File: config.mk
export PLATFORM = sky130hd
export DESIGN_NAME = coschd_engine
export DESIGN_NICKNAME = d
export VERILOG_FILES = /design/src/rtl/coschd_pkg.sv /design/src/rtl/coschd_pick.sv /design/src/rtl/coschd_step.sv /design/src/rtl/coschd_ctrl.sv /design/src/rtl/coschd_engine.sv
export SDC_FILE = /design/constraint.sdc
export NUM_CORES = 1
export LEC_CHECK = 0
export ABC_AREA = 1
export BUFFER_PORTS_ARGS = -buffer_cell sky130_fd_sc_hd__buf_4
export CAP_MARGIN = 20
export CORE_ASPECT_RATIO = 0.9
export CORE_MARGIN = 2
export CORE_UTILIZATION = 58
export CTS_BUF_LIST = sky130_fd_sc_hd__clkbuf_4 sky130_fd_sc_hd__clkbuf_8
export DETAILED_ROUTE_END_ITERATION = 12
export PLACE_DENSITY = 0.76
export SETUP_SLACK_MARGIN = 0.4
export SYNTH_ARGS = -nofsm -noshare
export SYNTH_HDL_FRONTEND = slang
export SYNTH_SLANG_ARGS = --single-unit
File: constraint.sdc
create_clock -name clk -period 1.8 [get_ports clk]
set_input_delay 0.09 -clock clk [delete_from_list [all_inputs] [get_ports clk]]
set_output_delay 0.09 -clock clk [all_outputs]
set_load 0.02 [all_outputs]
File: src/rtl/coschd_pkg.sv
package coschd_pkg;

  // Application class codes; values are visible on the app_cls port.
  typedef enum logic [1:0] {
    CLS_CORE   = 2'd0,
    CLS_THRASH = 2'd1,
    CLS_FIT    = 2'd2,
    CLS_SHARE  = 2'd3
  } app_cls_e;

  typedef enum logic [2:0] {
    ST_IDLE   = 3'd0,
    ST_THRASH = 3'd1,
    ST_CORE   = 3'd2,
    ST_FIT    = 3'd3,
    ST_SHARE  = 3'd4,
    ST_DONE   = 3'd5
  } step_e;

endpackage

File: src/rtl/coschd_pick.sv
// Chooses a core for one application given the current occupancy.
module coschd_pick
  import coschd_pkg::*;
#(
  parameter int unsigned N_CACHE = 2,
  parameter int unsigned CPC     = 2,
  localparam int unsigned N_CORE = N_CACHE * CPC,
  localparam int unsigned CORE_W = $clog2(N_CORE),
  localparam int unsigned CNT_W  = $clog2(CPC + 1)
) (
  input  logic                clk,
  input  logic                rst_n,
  input  logic                en,
  input  logic                rrp_mode,
  input  app_cls_e            cls,
  input  logic [N_CORE-1:0]   occ,
  input  logic [2*N_CORE-1:0] occ_cls,
  output logic [CORE_W-1:0]   core,
  output logic                fallback
);

  logic [CNT_W-1:0]   free_cnt [N_CACHE];
  logic [N_CACHE-1:0] has_thr, has_ccf, has_fit, has_room, all_free, half;
  logic [N_CACHE-1:0] tier [4];
  logic               found;
  int                 sel;

  // Per-cache occupancy summary
  always_comb begin
    for (int c = 0; c < N_CACHE; c++) begin
      free_cnt[c] = '0;
      has_thr[c]  = 1'b0;
      has_ccf[c]  = 1'b0;
      has_fit[c]  = 1'b0;
      for (int k = 0; k < CPC; k++) begin
        if (!occ[c*CPC+k]) begin
          free_cnt[c] = free_cnt[c] + CNT_W'(1);
        end else begin
          case (occ_cls[2*(c*CPC+k) +: 2])
            CLS_THRASH: has_thr[c] = 1'b1;
            CLS_CORE:   has_ccf[c] = 1'b1;
            CLS_FIT:    has_fit[c] = 1'b1;
            default:    ;
          endcase
        end
      end
      has_room[c] = (free_cnt[c] != '0);
      all_free[c] = (free_cnt[c] == CNT_W'(CPC));
      half[c]     = has_room[c] && !all_free[c];
    end
  end

  // Preference tiers per class and mode; tier 0 is the strongest
  always_comb begin
    for (int t = 0; t < 4; t++) tier[t] = '0;
    unique case (cls)
      CLS_THRASH: begin
        if (!rrp_mode) begin
          tier[0] = has_thr & has_room;
          tier[1] = all_free;
        end else begin
          tier[0] = ~has_thr & has_room;
        end
      end
      CLS_CORE: tier[0] = ~has_ccf & has_room;
      CLS_FIT: begin
        tier[0] = half & has_ccf;
        if (rrp_mode) tier[1] = half & has_thr;
        tier[2] = half & (has_fit | has_thr);
        tier[3] = all_free;
      end
      CLS_SHARE: ;
    endcase
  end

  // Strongest non-empty tier wins, lowest cache, then lowest free core
  always_comb begin
    found = 1'b0;
    sel   = 0;
    core  = '0;
    for (int t = 3; t >= 0; t--) begin
      if (|tier[t]) begin
        found = 1'b1;
        for (int c = N_CACHE - 1; c >= 0; c--) begin
          if (tier[t][c]) sel = c;
        end
      end
    end
    if (found) begin
      for (int k = CPC - 1; k >= 0; k--) begin
        if (!occ[sel*CPC+k]) core = CORE_W'(sel*CPC+k);
      end
    end else begin
      for (int i = N_CORE - 1; i >= 0; i--) begin
        if (!occ[i]) core = CORE_W'(i);
      end
    end
    fallback = en && !found && (cls != CLS_SHARE);
  end

  // a pick never lands on an occupied core
  a_r9_pick_free_core: assert property (@(posedge clk) disable iff (!rst_n)
    en |-> !occ[core]);

endmodule

File: src/rtl/coschd_step.sv
// One rule step: chains a picker per application in index order.
module coschd_step
  import coschd_pkg::*;
#(
  parameter int unsigned N_CACHE = 2,
  parameter int unsigned CPC     = 2,
  localparam int unsigned N_CORE = N_CACHE * CPC,
  localparam int unsigned CORE_W = $clog2(N_CORE)
) (
  input  logic                       clk,
  input  logic                       rst_n,
  input  logic                       active,
  input  logic                       rrp_mode,
  input  app_cls_e                   step_cls,
  input  logic [2*N_CORE-1:0]        app_cls,
  input  logic [N_CORE-1:0]          occ_in,
  input  logic [2*N_CORE-1:0]        occ_cls_in,
  output logic [N_CORE-1:0]          occ_out,
  output logic [2*N_CORE-1:0]        occ_cls_out,
  output logic [N_CORE-1:0]          wr,
  output logic [CORE_W*N_CORE-1:0]   wr_core,
  output logic                       err
);

  logic [N_CORE-1:0] fb;

  for (genvar i = 0; i < N_CORE; i++) begin : g_app
    app_cls_e              my_cls;
    logic [CORE_W-1:0]     pc;
    logic [N_CORE-1:0]     occ_pre, occ_nx;
    logic [2*N_CORE-1:0]   cls_pre, cls_nx;

    if (i == 0) begin : g_first
      assign occ_pre = occ_in;
      assign cls_pre = occ_cls_in;
    end else begin : g_next
      assign occ_pre = g_app[i-1].occ_nx;
      assign cls_pre = g_app[i-1].cls_nx;
    end

    assign my_cls = app_cls_e'(app_cls[2*i +: 2]);
    assign wr[i]  = active && (my_cls == step_cls);

    coschd_pick #(.N_CACHE(N_CACHE), .CPC(CPC)) u_pick (
      .clk      (clk),
      .rst_n    (rst_n),
      .en       (wr[i]),
      .rrp_mode (rrp_mode),
      .cls      (my_cls),
      .occ      (occ_pre),
      .occ_cls  (cls_pre),
      .core     (pc),
      .fallback (fb[i])
    );

    assign wr_core[CORE_W*i +: CORE_W] = pc;

    always_comb begin
      occ_nx = occ_pre;
      cls_nx = cls_pre;
      if (wr[i]) begin
        occ_nx[pc]                 = 1'b1;
        cls_nx[2*int'(pc) +: 2]    = my_cls;
      end
    end
  end

  assign occ_out     = g_app[N_CORE-1].occ_nx;
  assign occ_cls_out = g_app[N_CORE-1].cls_nx;
  assign err         = |fb;

  // the friendly step only fills free cores and never falls back
  a_r7_share_no_fallback: assert property (@(posedge clk) disable iff (!rst_n)
    (active && step_cls == CLS_SHARE) |-> (fb == '0));

endmodule

File: src/rtl/coschd_ctrl.sv
// Sequencer: one rule step per clock in fixed class order.
module coschd_ctrl
  import coschd_pkg::*;
(
  input  logic     clk,
  input  logic     rst_n,
  input  logic     start,
  output logic     capture,
  output logic     active,
  output logic     done,
  output app_cls_e step_cls
);

  step_e state_q, state_d;

  assign capture = start && (state_q == ST_IDLE || state_q == ST_DONE);

  always_comb begin
    state_d = state_q;
    unique case (state_q)
      ST_IDLE, ST_DONE: if (capture) state_d = ST_THRASH;
      ST_THRASH:        state_d = ST_CORE;
      ST_CORE:          state_d = ST_FIT;
      ST_FIT:           state_d = ST_SHARE;
      ST_SHARE:         state_d = ST_DONE;
      default:          state_d = ST_IDLE;
    endcase
  end

  always_ff @(posedge clk or negedge rst_n) begin
    if (!rst_n) state_q <= ST_IDLE;
    else        state_q <= state_d;
  end

  always_comb begin
    active   = 1'b1;
    step_cls = CLS_SHARE;
    unique case (state_q)
      ST_THRASH: step_cls = CLS_THRASH;
      ST_CORE:   step_cls = CLS_CORE;
      ST_FIT:    step_cls = CLS_FIT;
      ST_SHARE:  step_cls = CLS_SHARE;
      default:   active   = 1'b0;
    endcase
  end

  assign done = (state_q == ST_DONE);

endmodule

File: src/rtl/coschd_engine.sv
module coschd_engine
  import coschd_pkg::*;
#(
  parameter int unsigned N_CACHE = 2,
  parameter int unsigned CPC     = 2,
  localparam int unsigned N_CORE = N_CACHE * CPC,
  localparam int unsigned CORE_W = $clog2(N_CORE)
) (
  input  logic                      clk,
  input  logic                      rst_n,
  input  logic                      start,
  input  logic                      rrp_mode,
  input  logic [2*N_CORE-1:0]       app_cls,
  output logic [CORE_W*N_CORE-1:0]  app_core,
  output logic                      done,
  output logic                      err,
  output logic [N_CORE-1:0]         core_used
);

  // Reset: asynchronous assert, synchronous release
  logic [1:0] rsync_q;
  logic       rst_int_n;

  always_ff @(posedge clk or negedge rst_n) begin
    if (!rst_n) rsync_q <= '0;
    else        rsync_q <= {rsync_q[0], 1'b1};
  end
  assign rst_int_n = rsync_q[1];

  logic     capture, active;
  app_cls_e step_cls;

  coschd_ctrl u_ctrl (
    .clk      (clk),
    .rst_n    (rst_int_n),
    .start    (start),
    .capture  (capture),
    .active   (active),
    .done     (done),
    .step_cls (step_cls)
  );

  logic [2*N_CORE-1:0]      cls_q, cls_d;
  logic                     mode_q, mode_d;
  logic [N_CORE-1:0]        occ_q, occ_d;
  logic [2*N_CORE-1:0]      ocls_q, ocls_d;
  logic [CORE_W*N_CORE-1:0] core_q, core_d;
  logic                     err_q, err_d;
  logic                     reg_en;

  logic [N_CORE-1:0]        st_occ;
  logic [2*N_CORE-1:0]      st_ocls;
  logic [N_CORE-1:0]        st_wr;
  logic [CORE_W*N_CORE-1:0] st_core;
  logic                     st_err;

  coschd_step #(.N_CACHE(N_CACHE), .CPC(CPC)) u_step (
    .clk         (clk),
    .rst_n       (rst_int_n),
    .active      (active),
    .rrp_mode    (mode_q),
    .step_cls    (step_cls),
    .app_cls     (cls_q),
    .occ_in      (occ_q),
    .occ_cls_in  (ocls_q),
    .occ_out     (st_occ),
    .occ_cls_out (st_ocls),
    .wr          (st_wr),
    .wr_core     (st_core),
    .err         (st_err)
  );

  assign reg_en = capture || active;

  always_comb begin
    cls_d  = cls_q;
    mode_d = mode_q;
    occ_d  = occ_q;
    ocls_d = ocls_q;
    core_d = core_q;
    err_d  = err_q;
    if (capture) begin
      cls_d  = app_cls;
      mode_d = rrp_mode;
      occ_d  = '0;
      ocls_d = '0;
      core_d = '0;
      err_d  = 1'b0;
    end else if (active) begin
      occ_d  = st_occ;
      ocls_d = st_ocls;
      err_d  = err_q || st_err;
      for (int i = 0; i < N_CORE; i++) begin
        if (st_wr[i]) core_d[CORE_W*i +: CORE_W] = st_core[CORE_W*i +: CORE_W];
      end
    end
  end

  always_ff @(posedge clk or negedge rst_int_n) begin
    if (!rst_int_n) begin
      cls_q  <= '0;
      mode_q <= 1'b0;
      occ_q  <= '0;
      ocls_q <= '0;
      core_q <= '0;
      err_q  <= 1'b0;
    end else if (reg_en) begin
      cls_q  <= cls_d;
      mode_q <= mode_d;
      occ_q  <= occ_d;
      ocls_q <= ocls_d;
      core_q <= core_d;
      err_q  <= err_d;
    end
  end

  assign app_core  = core_q;
  assign err       = err_q;
  assign core_used = occ_q;

  // Checker-side view of which cores the result vector names
  logic [N_CORE-1:0] named_mask;
  always_comb begin
    named_mask = '0;
    for (int i = 0; i < N_CORE; i++) named_mask[core_q[CORE_W*i +: CORE_W]] = 1'b1;
  end

  a_r9_all_cores_used: assert property (@(posedge clk) disable iff (!rst_int_n)
    done |-> (&occ_q));

  a_r9_distinct_cores: assert property (@(posedge clk) disable iff (!rst_int_n)
    done |-> ($countones(named_mask) == N_CORE));

  a_r1_done_holds: assert property (@(posedge clk) disable iff (!rst_int_n)
    (done && !start) |=> done);

  a_r2_classes_frozen: assert property (@(posedge clk) disable iff (!rst_int_n)
    active |=> ($stable(cls_q) && $stable(mode_q)));

endmodule

==> results of run 1 <==
## metrics by stage
step | instance area [sq um] | utilization
floorplan | 5500 | -
global placement | 7160 | 0.840
detailed placement | 7160 | 0.840
CTS | 7730 | 0.907
## layer usage
| metal | GRT usage | GRT overflow |
|---|---|---|
| met2 | 1.35 | 682 |
| met4 | 1.11 | 177 |
| met1 | 0.849 | 5 |
| met5 | 0.213 | 1 |
| met3 | 0.642 | 4 |
## timing repair
item | CTS
pin swaps | 35
hold endpoints to repair | 5
resized for setup | 61
buffers inserted | 26
endpoints found under the setup margin | 31
hold buffers | 4
## kinds of logic after synthesis
logic type / after synthesis / synth area share
flops: 35 / 0.173
other cells: 1 / 0.000741
fa+ha+maj: 72 / 0.178
buf+inv: 132 / 0.0994
simple gates: 493 / 0.450
xor+xnor: 4 / 0.00692
compound gates: 87 / 0.0917
==> summary by stage, run 1 <==
Run status
The flow did not finish. The stage where the run ended is global routing. The first error in the log reads "[ERROR GRT-0232] Routing congestion too high. Check the congestion heatmap in the GUI".

Yosys
The synthesized design contains 0 enable-type register cells. The post-synthesis net count is 908. The instance count of the mapped netlist is a little over 800.

The commonest cells after synthesis are nand2_1, inv_1, nand3_1. nand2_1 is the most common cell in the netlist. The per-instance average area after synthesis is 6.14 sq um. The proportion of netlist area held by the largest area contributor is 0.196. The count of yosys warnings during synthesis is 0. The prevailing post-synth register cell is dfrtp_1. The share of flip-flops with an asynchronous set or reset after synthesis is 1.00. The number of different library cells used by synthesis comes to 42.

Ranked by total cell area, the synthesized netlist is headed by nand2_1, ha_1, dfrtp_1. Synthesis inferred 35 register bits. Of the synthesized area, sequential elements account for 0.173. Of all cell types, the one taking the most synthesized area is nand2_1. After synthesis the cells add up to around 5100 sq um.

Placement
The placed cell count is between 1000 and 1500. The number of buffer cells added on primary ports is 25. The post-detailed-placement half-perimeter wirelength is between 10000 and 15000 microns. The final estimated routing congestion in global placement is 1.05. Timing analysis after detailed placement gives a worst setup slack of -6.56 ns.

Die
After floorplanning, the core was divided into 32 placement rows. From left edge to right edge, the die measures 102 microns. During I/O placement, the number of pins put on the boundary was 26. The die span in y is around 93 microns. For this configuration, the core starts out at a cell density of 0.593.

Global route
The maximum number of pins on one net before global-route repair is 34. The global router's overall resource usage is 0.970. The total overflow left after global routing is a little under 900.

CTS
In this run, CTS created clock tree buffers numbering 5. The root buffer cell is clkbuf_8. The clock passes through at most 2 buffers.

The number of sinks driven by the clock tree is 35. The level count of the clock H-tree is 2.

Timing
After the last repair the worst path ends at a sequential cell input. The end pin of the worst setup path after global-route repair is ocls_q[6]$_DFFE_PN0N_/D.
==> inputs of run 2 (changes only) <==
--- a/config.mk
+++ b/config.mk
@@ -8,13 +8,10 @@
 export ABC_AREA = 1
 export BUFFER_PORTS_ARGS = -buffer_cell sky130_fd_sc_hd__buf_4
 export CAP_MARGIN = 20
-export CORE_ASPECT_RATIO = 0.9
 export CORE_MARGIN = 2
-export CORE_UTILIZATION = 58
-export CTS_BUF_LIST = sky130_fd_sc_hd__clkbuf_4 sky130_fd_sc_hd__clkbuf_8
+export CORE_UTILIZATION = 40
 export DETAILED_ROUTE_END_ITERATION = 12
-export PLACE_DENSITY = 0.76
-export SETUP_SLACK_MARGIN = 0.4
+export PLACE_DENSITY_LB_ADDON = 0.15
 export SYNTH_ARGS = -nofsm -noshare
 export SYNTH_HDL_FRONTEND = slang
 export SYNTH_SLANG_ARGS = --single-unit
==> run 2 against run 1 <==
  * The flow now finishes, with violations (negative setup slack)
  * Synthesized cell count did not move
  * Area after synthesis unchanged
==> summary by stage, run 2 <==
Run status
The run finished, with violations left. The checks that failed: negative setup slack.

Critical path
The category of the critical setup timing path is reg -> reg. The delay contributed by the slowest stage of the critical path is between 0.5 and 0.6 ns. The worst-path maximum fanout is 5. The critical path's slowest cell is or4_4.

The critical path startpoint category is a flip-flop. The most numerous cell type found on the critical path is nand2_1. The endpoint kind of the worst setup timing path is a flip-flop. The signal arrival time at the worst endpoint is ~8.4 ns. The required arrival time at the worst endpoint is between 1.5 and 2 ns.

Global route
The via count of the first global-routing pass was between 6000 and 7000. The initial antenna violation count is 0. The global router's overall resource usage is 0.273.

The global-route wire length before repair is a little under 30000 microns. Entering global routing, the biggest net connects 34 pins. The total overflow left after global routing is 0.

Die
The initial cell density of the core is 0.406 (-0.187). The die footprint is about 14000 sq um. The total number of placement rows is 41 (+28%). The die span in y was 116 microns (+26%). The die boundary width came to 116 microns (+14%). The count of boundary I/O pins was 26 (unchanged). The core footprint is between 10000 and 15000 sq um.

Placement
The post-detailed-placement half-perimeter wirelength is 14000 microns (-2.6%). The number of buffer cells added on primary ports is 25 (unchanged). The final estimated routing congestion in global placement came to 0.959 (-9.1%).

Run
The number of violations of the max-capacitance limit is 0.

Worst hold path
The kind of path behind the tightest hold check is in -> reg.

Yosys
The post-synthesis register bit count was 35 (unchanged). The portion of the post-synthesis area used by sequential elements is 0.173 (unchanged). The proportion of netlist area held by the largest area contributor is 0.196 (unchanged). The post-synthesis net count is 908 (unchanged). The per-instance average area after synthesis is 6.14 sq um (unchanged).

The number of different library cells in the post-synthesis netlist was 42 (unchanged). Ranked by instance count, the synthesized netlist is headed by nand2_1, inv_1, nand3_1. Yosys attributes the largest share of cell area to nand2_1, ha_1, dfrtp_1. In the post-synthesis netlist, the cell with the most instances is nand2_1. The number of enable-type register cells in the synthesized netlist was 0 (unchanged). The share of flip-flops with an asynchronous set or reset after synthesis is 1.00 (unchanged). Among all flip-flop cells after synthesis, the most frequent one is dfrtp_1. The count of yosys warnings during synthesis is 0 (unchanged). The combined area of all synthesized cells is 5060 sq um (unchanged). The instance count of the mapped netlist was 824 (unchanged).

The biggest area contributor in the post-synthesis netlist is nand2_1.

Finish
The library cell used most frequently in the layout, excluding fill and tap cells, is buf_4. Once layout is complete, the utilization of the core stands at 0.685. In the final layout, flip-flops and latches occupy 882 sq um. The multi-input combinational cell area is 4610 sq um. The repair_antennas step left the layout with diodes totalling 0. The fill cell instance count of the final layout is about 1000. Leaving out fill and tap cells, the most frequent cells in the layout are buf_4, nand2_1, inv_1, nand3_1, nand2_2.

Compared with the post-synthesis result, the final layout area differs by 68.7%. The net count of the finished layout is ~1200. The ratio of cells with drive above 1 in the final layout is 0.486.

Detailed routing
After detailed routing, the number of vias per cell comes to 5.04. The routed layout has about 6400 vias. In the detailed route, the total length drawn on met2 is 9460 microns. The DRC violation count after routing is 0. The first TritonRoute pass finished after 5 iterations.

The highest layer touched by signal routing is met4. In this run the remaining antenna-violating nets after routing total 0. The final layout contains routed wiring with a total length of between 15000 and 20000 microns. The average wire per standard cell is roughly 15 microns. The number of DRC markers in iteration 0 is about 430. Wire segments on met3 add up to 559 microns in the final route. After detailed routing, the wire length on met1 is 7960 microns.

Timing
Timing would allow up to 121 MHz. The total setup violations reported at the end of the flow is 21. Once routing completed, OpenROAD measured the worst setup slack at -6.44 ns.

The worst pin sits at a relative slew slack of 0.591. The clock skew is between 0.006 and 0.007 ns. The max-slew violation total from the final report was 0. The final hold violation count is 0.

Setup repair after global routing could not meet its margin everywhere. The transition time of the tightest slew-check pin is 0.612 ns. The share of the clock period used by the worst path is 4.58. The time the worst path needs with I/O delays and setup is a little over 8 ns.

CTS
The tree is rooted in a clkbuf_16. The level count of the clock H-tree is 2 (unchanged). The total clock buffers created by CTS came to 5 (unchanged). TritonCTS built the clock tree. The clock latency of the later-clocked register in the worst-skew pair is 0.29 ns. The number of sinks driven by the clock tree is 35 (unchanged). The clock-pin transition on the worst setup and hold timing paths is approximately 0.060 ns. The maximum clock insertion buffer count is 2 (unchanged).
-- run 2: through the flow --
stage | hold slack [ns] | instances | setup TNS (ns) | instance area (sq um) | setup WS [ns]
after floorplan | -0.206 | 824 | -94.31 | 5500 | -5.77
after global placement | -0.128 | 1196 | -103.00 | 7270 | -6.17
after detailed placement | -0.125 | 1196 | -106.61 | 7270 | -6.37
after CTS | 0.00729 | 1246 | -102.77 | 8010 | -6.18
after global routing | 0.0403 | 1267 | -117.14 | 8540 | -7.00
final | 0.00788 | 1267 | -107.21 | 8540 | -6.44
-- run 2: layout make-up --
cell class | count | share of cell area
multi-input cells | 657 | 0.540
flip-flops and latches | 35 | 0.103
clock inverters | 2 | 0.00440
inverters | 127 | 0.0608
repair buffers | 269 | 0.251
clock buffers | 5 | 0.0147
well taps | 172 | 0.0252
-- run 2: critical path, delay by kind of cell (launching register included) --
family	cells	cell delay, ns
adder cells (fa/ha/maj)	5	1.31
AO/OA/AOI/OAI	7	0.87
flip-flops	1	0.42
AND/OR/NAND/NOR	43	4.72
buffers and inverters	10	0.80
-- run 2: cell families (layout without fill, tap and decap cells) --
family                     after synthesis  after routing  synth area share
AOI/OAI and AO/OA                       87             87            0.0917
adders and majority gates               72             72             0.178
buffers and inverters                  132            403            0.0994
other                                    1              1          0.000741
and+or+nand+nor                        493            493             0.450
xor gates and xnor gates                 4              4           0.00692
DFF                                     35             35             0.173
-- run 2: path summary, 6_finish.rpt --
kind	from	endpoint	slack (ns)	cells past startpoint
worst max register to register	cls_q[0]	ocls_q[2]	-6.44	65
min in group asynchronous	rst_n	rsync_q[1]	0.13	2
worst min-delay path	app_cls[5]	cls_q[5]	0.008	3
worst min register to register	rsync_q[1]	err	0.27	1
max in group asynchronous	rsync_q[1]	core_used[3]	1.18	1
worst max-delay path	cls_q[0]	ocls_q[2]	-6.44	65
-- run 2: metal layers --
metal	track usage	up-vias
li1	-	3176
met1	0.335	2997
met2	0.493	162
met3	0.0223	52
met4	0.108	0
met5	0	-
-- run 2: what timing repair did --
action | in CTS | in global routing
buffers inserted | 42 | 23
gates resized for setup | 68 | 96
setup endpoints to repair | 21 | 21
cloned | 0 | 0
hold buffers | 1 | 0
endpoints found under the hold margin | 2 | 0
pin swaps | 55 | 77
Power of run 2 is left out: the tool's default activity adds up to more than one toggle a clock period on the data nets, which glitch-free logic cannot reach.
==> inputs of run 3 (changes only) <==
--- a/config.mk
+++ b/config.mk
@@ -12,6 +12,7 @@
 export CORE_UTILIZATION = 40
 export DETAILED_ROUTE_END_ITERATION = 12
 export PLACE_DENSITY_LB_ADDON = 0.15
+export RECOVER_POWER = 50
 export SYNTH_ARGS = -nofsm -noshare
 export SYNTH_HDL_FRONTEND = slang
 export SYNTH_SLANG_ARGS = --single-unit
==> run 3 against run 2 <==
  * Cell area about the same
  * The flow still finishes with violations (negative setup slack)
  * Die area unchanged
  * Core utilization down 0.050 points
  * Final cell count unchanged
  * Routed wire length unchanged
  * Critical endpoint unchanged
==> summary by stage, run 3 (synthesis gave the netlist of run 2 again) <==
Worst hold path
The kind of path behind the tightest hold check is in -> reg. The number of cells on the worst hold path is 3 (unchanged).

Critical path
The worst setup path is of the reg -> reg kind. The required arrival time at the worst endpoint is 1.98 ns (about the same). The endpoint kind of the worst setup timing path is a flip-flop. The worst-path maximum fanout is 5 (unchanged).

The critical path's slowest cell is or4_4. The number of cell instances on the worst register-to-register path is 65 (unchanged). The cell that appears most often on the critical path is nand2_1. The signal arrival time at the worst endpoint came to 8.42 ns (about the same).

The delay contributed by the slowest stage of the critical path is 0.51 ns (about the same). The reg-to-reg setup timing slack is -6.44 ns (about the same). STA classifies the critical path startpoint as a flip-flop.

Global route
The initial antenna violation count is 0 (unchanged). The sum of overflow across all layers after global routing is 0 (unchanged). The via count of the first global-routing pass is 6277 (unchanged). The maximum number of pins on one net before global-route repair was 34 (unchanged). The global router's overall resource usage is 0.273 (unchanged). The global-route wire length before repair is 29200 microns (unchanged).

Die
The die boundary width is 116 microns (unchanged). The die footprint was 13600 sq um (unchanged). The total number of placement rows is 41 (unchanged). The initial cell density of the core is 0.406 (unchanged). The count of boundary I/O pins is 26 (unchanged). The core footprint is 12500 sq um (unchanged).

The die span in y was 116 microns (unchanged).

Detailed routing
The post-route antenna net violation count is 0 (unchanged). The overall routed net length was 18600 microns (unchanged). The average wire per standard cell is 14.7 microns (unchanged). The routed via count divided by cell count is 5.04 (about the same). The DRC violation count after routing was 0 (unchanged).

The first-pass iteration count of the detailed router is 6 (+1). The number of vias after detailed routing is 6385 (-0.031%). The number of DRC markers in iteration 0 was 425 (unchanged).

Run
The number of violations of the max-capacitance limit is 0 (unchanged).

Timing
The max-slew violation total from the final report was 0 (unchanged). The transition time of the tightest slew-check pin is 0.880 ns (+0.268 ns). Setup repair after global routing could not meet its margin everywhere. The time the worst path needs with I/O delays and setup is 8.24 ns (+0.00105 ns). The share of the clock period used by the worst path came to 4.58 (about the same).

The maximum clock rate is 121 MHz (about the same). The slack of the critical path is -6.44 ns (-0.00105 ns). The worst relative slew slack is 0.413 (-0.178). The clock skew is 0.00652 ns (-0.00000968 ns). The total setup violations reported at the end of the flow came to 21 (unchanged). The final hold violation count is 0 (unchanged).

CTS
The level count of the clock H-tree was 2 (unchanged). The CTS tree is built. The clock-pin transition on the worst setup and hold timing paths is 0.06 ns (about the same). The maximum clock insertion buffer count was 2 (unchanged). The root buffer cell is clkbuf_16.

The total clock buffers created by CTS is 5 (unchanged). The clock latency of the later-clocked register in the worst-skew pair was 0.29 ns (about the same). The number of sinks driven by the clock tree was 35 (unchanged).

Finish
The net count of the finished layout is 1179 (unchanged). Leaving out fill and tap cells, the most frequent cells in the layout are buf_4, nand2_1, inv_1, nand3_1, nand2_2. The filler-free cell count of the finished design is 1267 (unchanged). The antenna cell count is 0 (unchanged).

Leaving out fill and tap cells, the most frequent cell in the layout is buf_4. The area growth from synthesis to layout is 68.6% (about the same). The ratio of cells with drive above 1 in the final layout came to 0.485 (-0.000913).

Run status
The final reports fail on negative setup slack. The flow ran to the end, but the final reports show violations.

Placement
The post-detailed-placement half-perimeter wirelength is 14000 microns (unchanged). The placed cell count is 1196 (unchanged). The final estimated routing congestion in global placement is 0.959 (unchanged). The number of buffer cells added on primary ports is 25 (unchanged).
-- run 3: cell count changes in the layout (fill, tap and decap cells not counted), sizes merged --
cell    delta
clkbuf     +2
buf        -2
-- run 3: timing repair --
| item | in CTS | in global routing |
|---|---|---|
| pin swaps | 55 | 77 |
| endpoints found under the setup margin | 21 | 21 |
| setup buffers | 42 | 23 |
| hold buffers | 1 | 0 |
| gates resized for setup | 68 | 96 |
| hold endpoints to repair | 2 | 0 |
-- run 3: path summary, 6_finish.rpt --
check	from	end
max in group asynchronous	rsync_q[1]	core_used[3]
min in group asynchronous	rst_n	rsync_q[1]
worst min-delay path	app_cls[5]	cls_q[5]
worst max register to register	cls_q[0]	ocls_q[2]
worst max-delay path	cls_q[0]	ocls_q[2]
worst min register to register	rsync_q[0]	rsync_q[1]
-- run 3: critical path: cells and delay by family, from the launching register on --
kind,cells,cell delay (ns)
simple gates,43,4.73
fa+ha+maj,5,1.31
compound gates,7,0.87
buf+inv,10,0.80
flops,1,0.42
-- run 3: metal layers --
metal	wire length [microns]	global-route usage	share of wire
met3	558	0.0223	0.030
met4	608	0.108	0.033
met2	9460	0.493	0.51
met1	7960	0.335	0.43
met5	0	0	0
-- run 3: final cells by class --
cell class	count	area [sq um]
clock buffers	5	125
clock inverters	2	37.5
fillers	1024	3940
inverters	127	519
multi-input cells	657	4610
flip-flops and latches	35	882
well taps	172	215
repair buffers	269	2140
-- run 3: per-stage QoR --
step | cell area (sq um) | hold WS, ns | util | worst slack [ns] | TNS (ns)
after floorplan | 5500 | -0.206 | - | -5.77 | -94.31
after global placement | 7270 | -0.128 | 0.583 | -6.17 | -103.00
after detailed placement | 7270 | -0.125 | 0.583 | -6.37 | -106.61
after CTS | 8010 | 0.00729 | 0.643 | -6.18 | -102.77
after global routing | 8530 | 0.0403 | 0.684 | -7.00 | -117.14
final | 8530 | 0.00784 | 0.684 | -6.44 | -107.23
Power of run 3 is left out for the same reason.
==> inputs of run 4 (changes only) <==
--- a/config.mk
+++ b/config.mk
@@ -5,11 +5,12 @@
 export SDC_FILE = /design/constraint.sdc
 export NUM_CORES = 1
 export LEC_CHECK = 0
-export ABC_AREA = 1
 export BUFFER_PORTS_ARGS = -buffer_cell sky130_fd_sc_hd__buf_4
 export CAP_MARGIN = 20
+export CELL_PAD_IN_SITES_DETAIL_PLACEMENT = 0
+export CELL_PAD_IN_SITES_GLOBAL_PLACEMENT = 2
 export CORE_MARGIN = 2
-export CORE_UTILIZATION = 40
+export CORE_UTILIZATION = 41
 export DETAILED_ROUTE_END_ITERATION = 12
 export PLACE_DENSITY_LB_ADDON = 0.15
 export RECOVER_POWER = 50
==> run 4 against run 3 <==
  * The run ends with negative hold slack, negative setup slack left
  * Critical path type unchanged
  * Routed wire length grew 30%
  * Register-to-register slack got worse by 1.7 ns
  * Flip-flop and latch count stayed put
  * Critical path depth is 17 lower
  * Final cell count is 0.24% higher
  * Cell area up 18%
  * Synthesized cell count shrank 8.7%
  * First-iteration DRC count increased by 7.1%
  * Area after synthesis is 13% higher
==> summary by stage, run 4 <==
Run status
The flow ran to the end, but the final reports show violations. The final reports fail on negative hold slack, negative setup slack.

Yosys
The portion of the post-synthesis area used by sequential elements was 0.153 (-0.0201). The post-synthesis register bit count is 35 (unchanged). The number of different library cells in the post-synthesis netlist is 97 (+130%). The count of yosys warnings during synthesis was 0 (unchanged).

The combined area of all synthesized cells is 5720 sq um (+13%). After synthesis, the cell types taking the most area are ha_1, dfrtp_1, nand2_1. The proportion of netlist area held by the largest area contributor was 0.157 (-0.0384). The per-instance average area after synthesis came to 7.61 sq um (+24%). The share of flip-flops with an asynchronous set or reset after synthesis is 1.00 (unchanged). The most used flip-flop cell after synthesis is dfrtp_1. The number of enable-type register cells in the synthesized netlist is 0 (unchanged).

The commonest cells after synthesis are nand2_1, ha_1, nor2_1. The leading cell type by number of instances after synthesis is nand2_1. Of all cell types, the one taking the most synthesized area is ha_1.

The post-synthesis net count is 836 (-7.9%). The instance count of the mapped netlist came to 752 (-8.7%).

Worst hold path
The kind of path behind the tightest hold check is in -> reg. The launch point of the worst hold path is app_cls[3].

CTS
The level count of the clock H-tree is 2 (unchanged). TritonCTS built the clock tree. The cell sitting at the root of the clock tree is a clkbuf_16. The maximum clock insertion buffer count is 2 (unchanged). The clock latency of the later-clocked register in the worst-skew pair is 0.29 ns (about the same). The clock-pin transition on the worst setup and hold timing paths is 0.07 ns (about the same).

The number of sinks driven by the clock tree is 35 (unchanged). The total clock buffers created by CTS is 5 (unchanged).

Timing
The total setup violations reported at the end of the flow is 21 (unchanged). The final hold violation count was 1 (+1). The slack of the critical path is -8.17 ns (-1.72 ns).

The max-slew violation total from the final report came to 0 (unchanged). The clock skew is 0.00636 ns (-0.000165 ns). The worst-case hold slack is -0.000136 ns (-0.00797 ns).

The time the worst path needs with I/O delays and setup is 9.97 ns (+1.72 ns). The worst relative slew slack is 0.402 (-0.0110). The maximum clock rate was 100 MHz (-17%). The share of the clock period used by the worst path is 5.54 (+0.958). Setup repair after global routing could not meet its margin everywhere. The transition time of the tightest slew-check pin is 0.897 ns (+0.0165 ns).

Critical path
The required arrival time at the worst endpoint came to 1.97 ns (about the same). The signal arrival time at the worst endpoint is 10.14 ns (+1.72 ns). The critical path launch point is cls_q[0]. On the critical path, the stage with the largest delay is an instance of or4_4. The cell occurring most often along the worst timing path is ha_4. The startpoint of the worst register-to-register path is cls_q[0]. By startpoint and endpoint, the worst setup path is classified as reg -> reg.

STA classifies the critical path startpoint as a flip-flop. The worst-path maximum fanout is 4 (-1). The delay contributed by the slowest stage of the critical path came to 0.52 ns (about the same). The endpoint kind of the worst setup timing path is a flip-flop.

Finish
The ratio of cells with drive above 1 in the final layout was 0.529 (+0.0444). From synthesis to final layout, the design area changed by 75.6%. The fill cell instance count of the final layout was 1040 (+1.6%). The antenna cell count is 0 (unchanged). The top cell types in the final layout, fill and taps aside, are buf_4, nand2_1, nor2_1, ha_1, dfrtp_1.

The net count of the finished layout is 1173 (-0.51%). The utilization of the core after routing was 0.730 (+0.0455). The most common cell after layout, fill and taps aside is buf_4.

Die
The die boundary width is 122 microns (+4.9%). The core footprint is 13800 sq um (+10%). The count of boundary I/O pins was 26 (unchanged). The initial cell density of the core was 0.416 (+0.00961). The total number of placement rows is 43 (+4.9%). The die footprint was 14900 sq um (+10%). The die span in y is 122 microns (+4.9%).

Global route
The initial antenna violation count is 0 (unchanged). The via count of the first global-routing pass was 7318 (+17%). The maximum number of pins on one net before global-route repair is 34 (unchanged).

The sum of overflow across all layers after global routing is 0 (unchanged). The global router's overall resource usage was 0.319 (+0.0466). The global-route wire length before repair is 37500 microns (+28%).

Detailed routing
The average wire per standard cell is 19.0 microns (+30%). The number of DRC markers in iteration 0 came to 455 (+7.1%). The post-route antenna net violation count came to 0 (unchanged). The number of vias after detailed routing is 7376 (+16%). The first-pass iteration count of the detailed router is 5 (-1). The routed via count divided by cell count was 5.81 (+15%). The overall routed net length came to 24200 microns (+30%). The DRC violation count after routing is 0 (unchanged).

Placement
The post-detailed-placement half-perimeter wirelength is 18200 microns (+30%). The number of buffer cells added on primary ports is 25 (unchanged). The final estimated routing congestion in global placement is 0.935 (-2.5%).

Run
The number of violations of the max-capacitance limit came to 0 (unchanged).
-- run 4: area by class of cell --
| cell class | instances | area, sq um | share of cell area |
|---|---|---|---|
| Multi-Input combinational cell | 653 | 5820 | 0.579 |
| Timing Repair Buffer | 354 | 2760 | 0.275 |
| Sequential cell | 35 | 883 | 0.0879 |
| Tap cell | 180 | 225 | 0.0224 |
| Inverter | 40 | 185 | 0.0184 |
| Clock buffer | 5 | 125 | 0.0124 |
| Clock inverter | 3 | 47.5 | 0.00473 |
-- run 4: worst paths after layout --
kind                       slack [ns]         end  cells after the start
max                             -8.17   ocls_q[5]                     48
min                           -0.0001    cls_q[3]                      3
max reg2reg                     -8.17   ocls_q[5]                     48
min reg2reg                      0.36  rsync_q[1]                      0
max in group asynchronous        0.72    cls_q[0]                      1
min in group asynchronous        0.10  rsync_q[1]                      2
-- run 4: timing repair --
action / CTS / global route
endpoints found under the hold margin: 3 / 0
pin swaps: 70 / 65
buffers inserted: 32 / 23
gates resized for setup: 94 / 81
hold buffers: 2 / 0
endpoints found under the setup margin: 21 / 21
-- run 4: through the flow --
| stage | hold slack [ns] | setup slack (ns) | instance area [sq um] | TNS (ns) | cells |
|---|---|---|---|---|---|
| after CTS | 0.00466 | -8.12 | 9500 | -136.93 | 1249 |
| after floorplan | -0.206 | -8.27 | 6270 | -136.77 | 752 |
| after global routing | 0.0125 | -8.59 | 10100 | -145.70 | 1270 |
| final | -0.000136 | -8.17 | 10100 | -137.49 | 1270 |
| after detailed placement | -0.125 | -8.43 | 8630 | -142.30 | 1207 |
| after global placement | -0.128 | -8.14 | 8630 | -137.73 | 1207 |
-- run 4: logic make-up (layout without fill, tap and decap cells) --
family | after synthesis | count (layout) | synth area share
simple gates | 325 | 325 | 0.291
compound gates | 225 | 225 | 0.301
fa+ha+maj | 72 | 72 | 0.157
buf+inv | 64 | 402 | 0.0448
flops | 35 | 35 | 0.153
mux | 16 | 16 | 0.0310
xor+xnor | 14 | 14 | 0.0214
other cells | 1 | 1 | 0.000655
-- run 4: critical path, delay by kind of cell (launching register included) --
kind / cells / cell delay [ns]
flops: 1 / 0.44
fa+ha+maj: 5 / 1.12
buf+inv: 8 / 0.86
xor+xnor: 1 / 0.15
simple gates: 13 / 2.53
compound gates: 20 / 4.47
mux: 1 / 0.29
-- run 4: routing by layer --
| layer | track usage | wire length, microns |
|---|---|---|
| met2 | 0.560 | 11800 |
| met4 | 0.157 | 1220 |
| met5 | 0 | 0 |
| met3 | 0.0421 | 1160 |
| met1 | 0.383 | 9930 |
Power of run 4 is left out for the same reason.
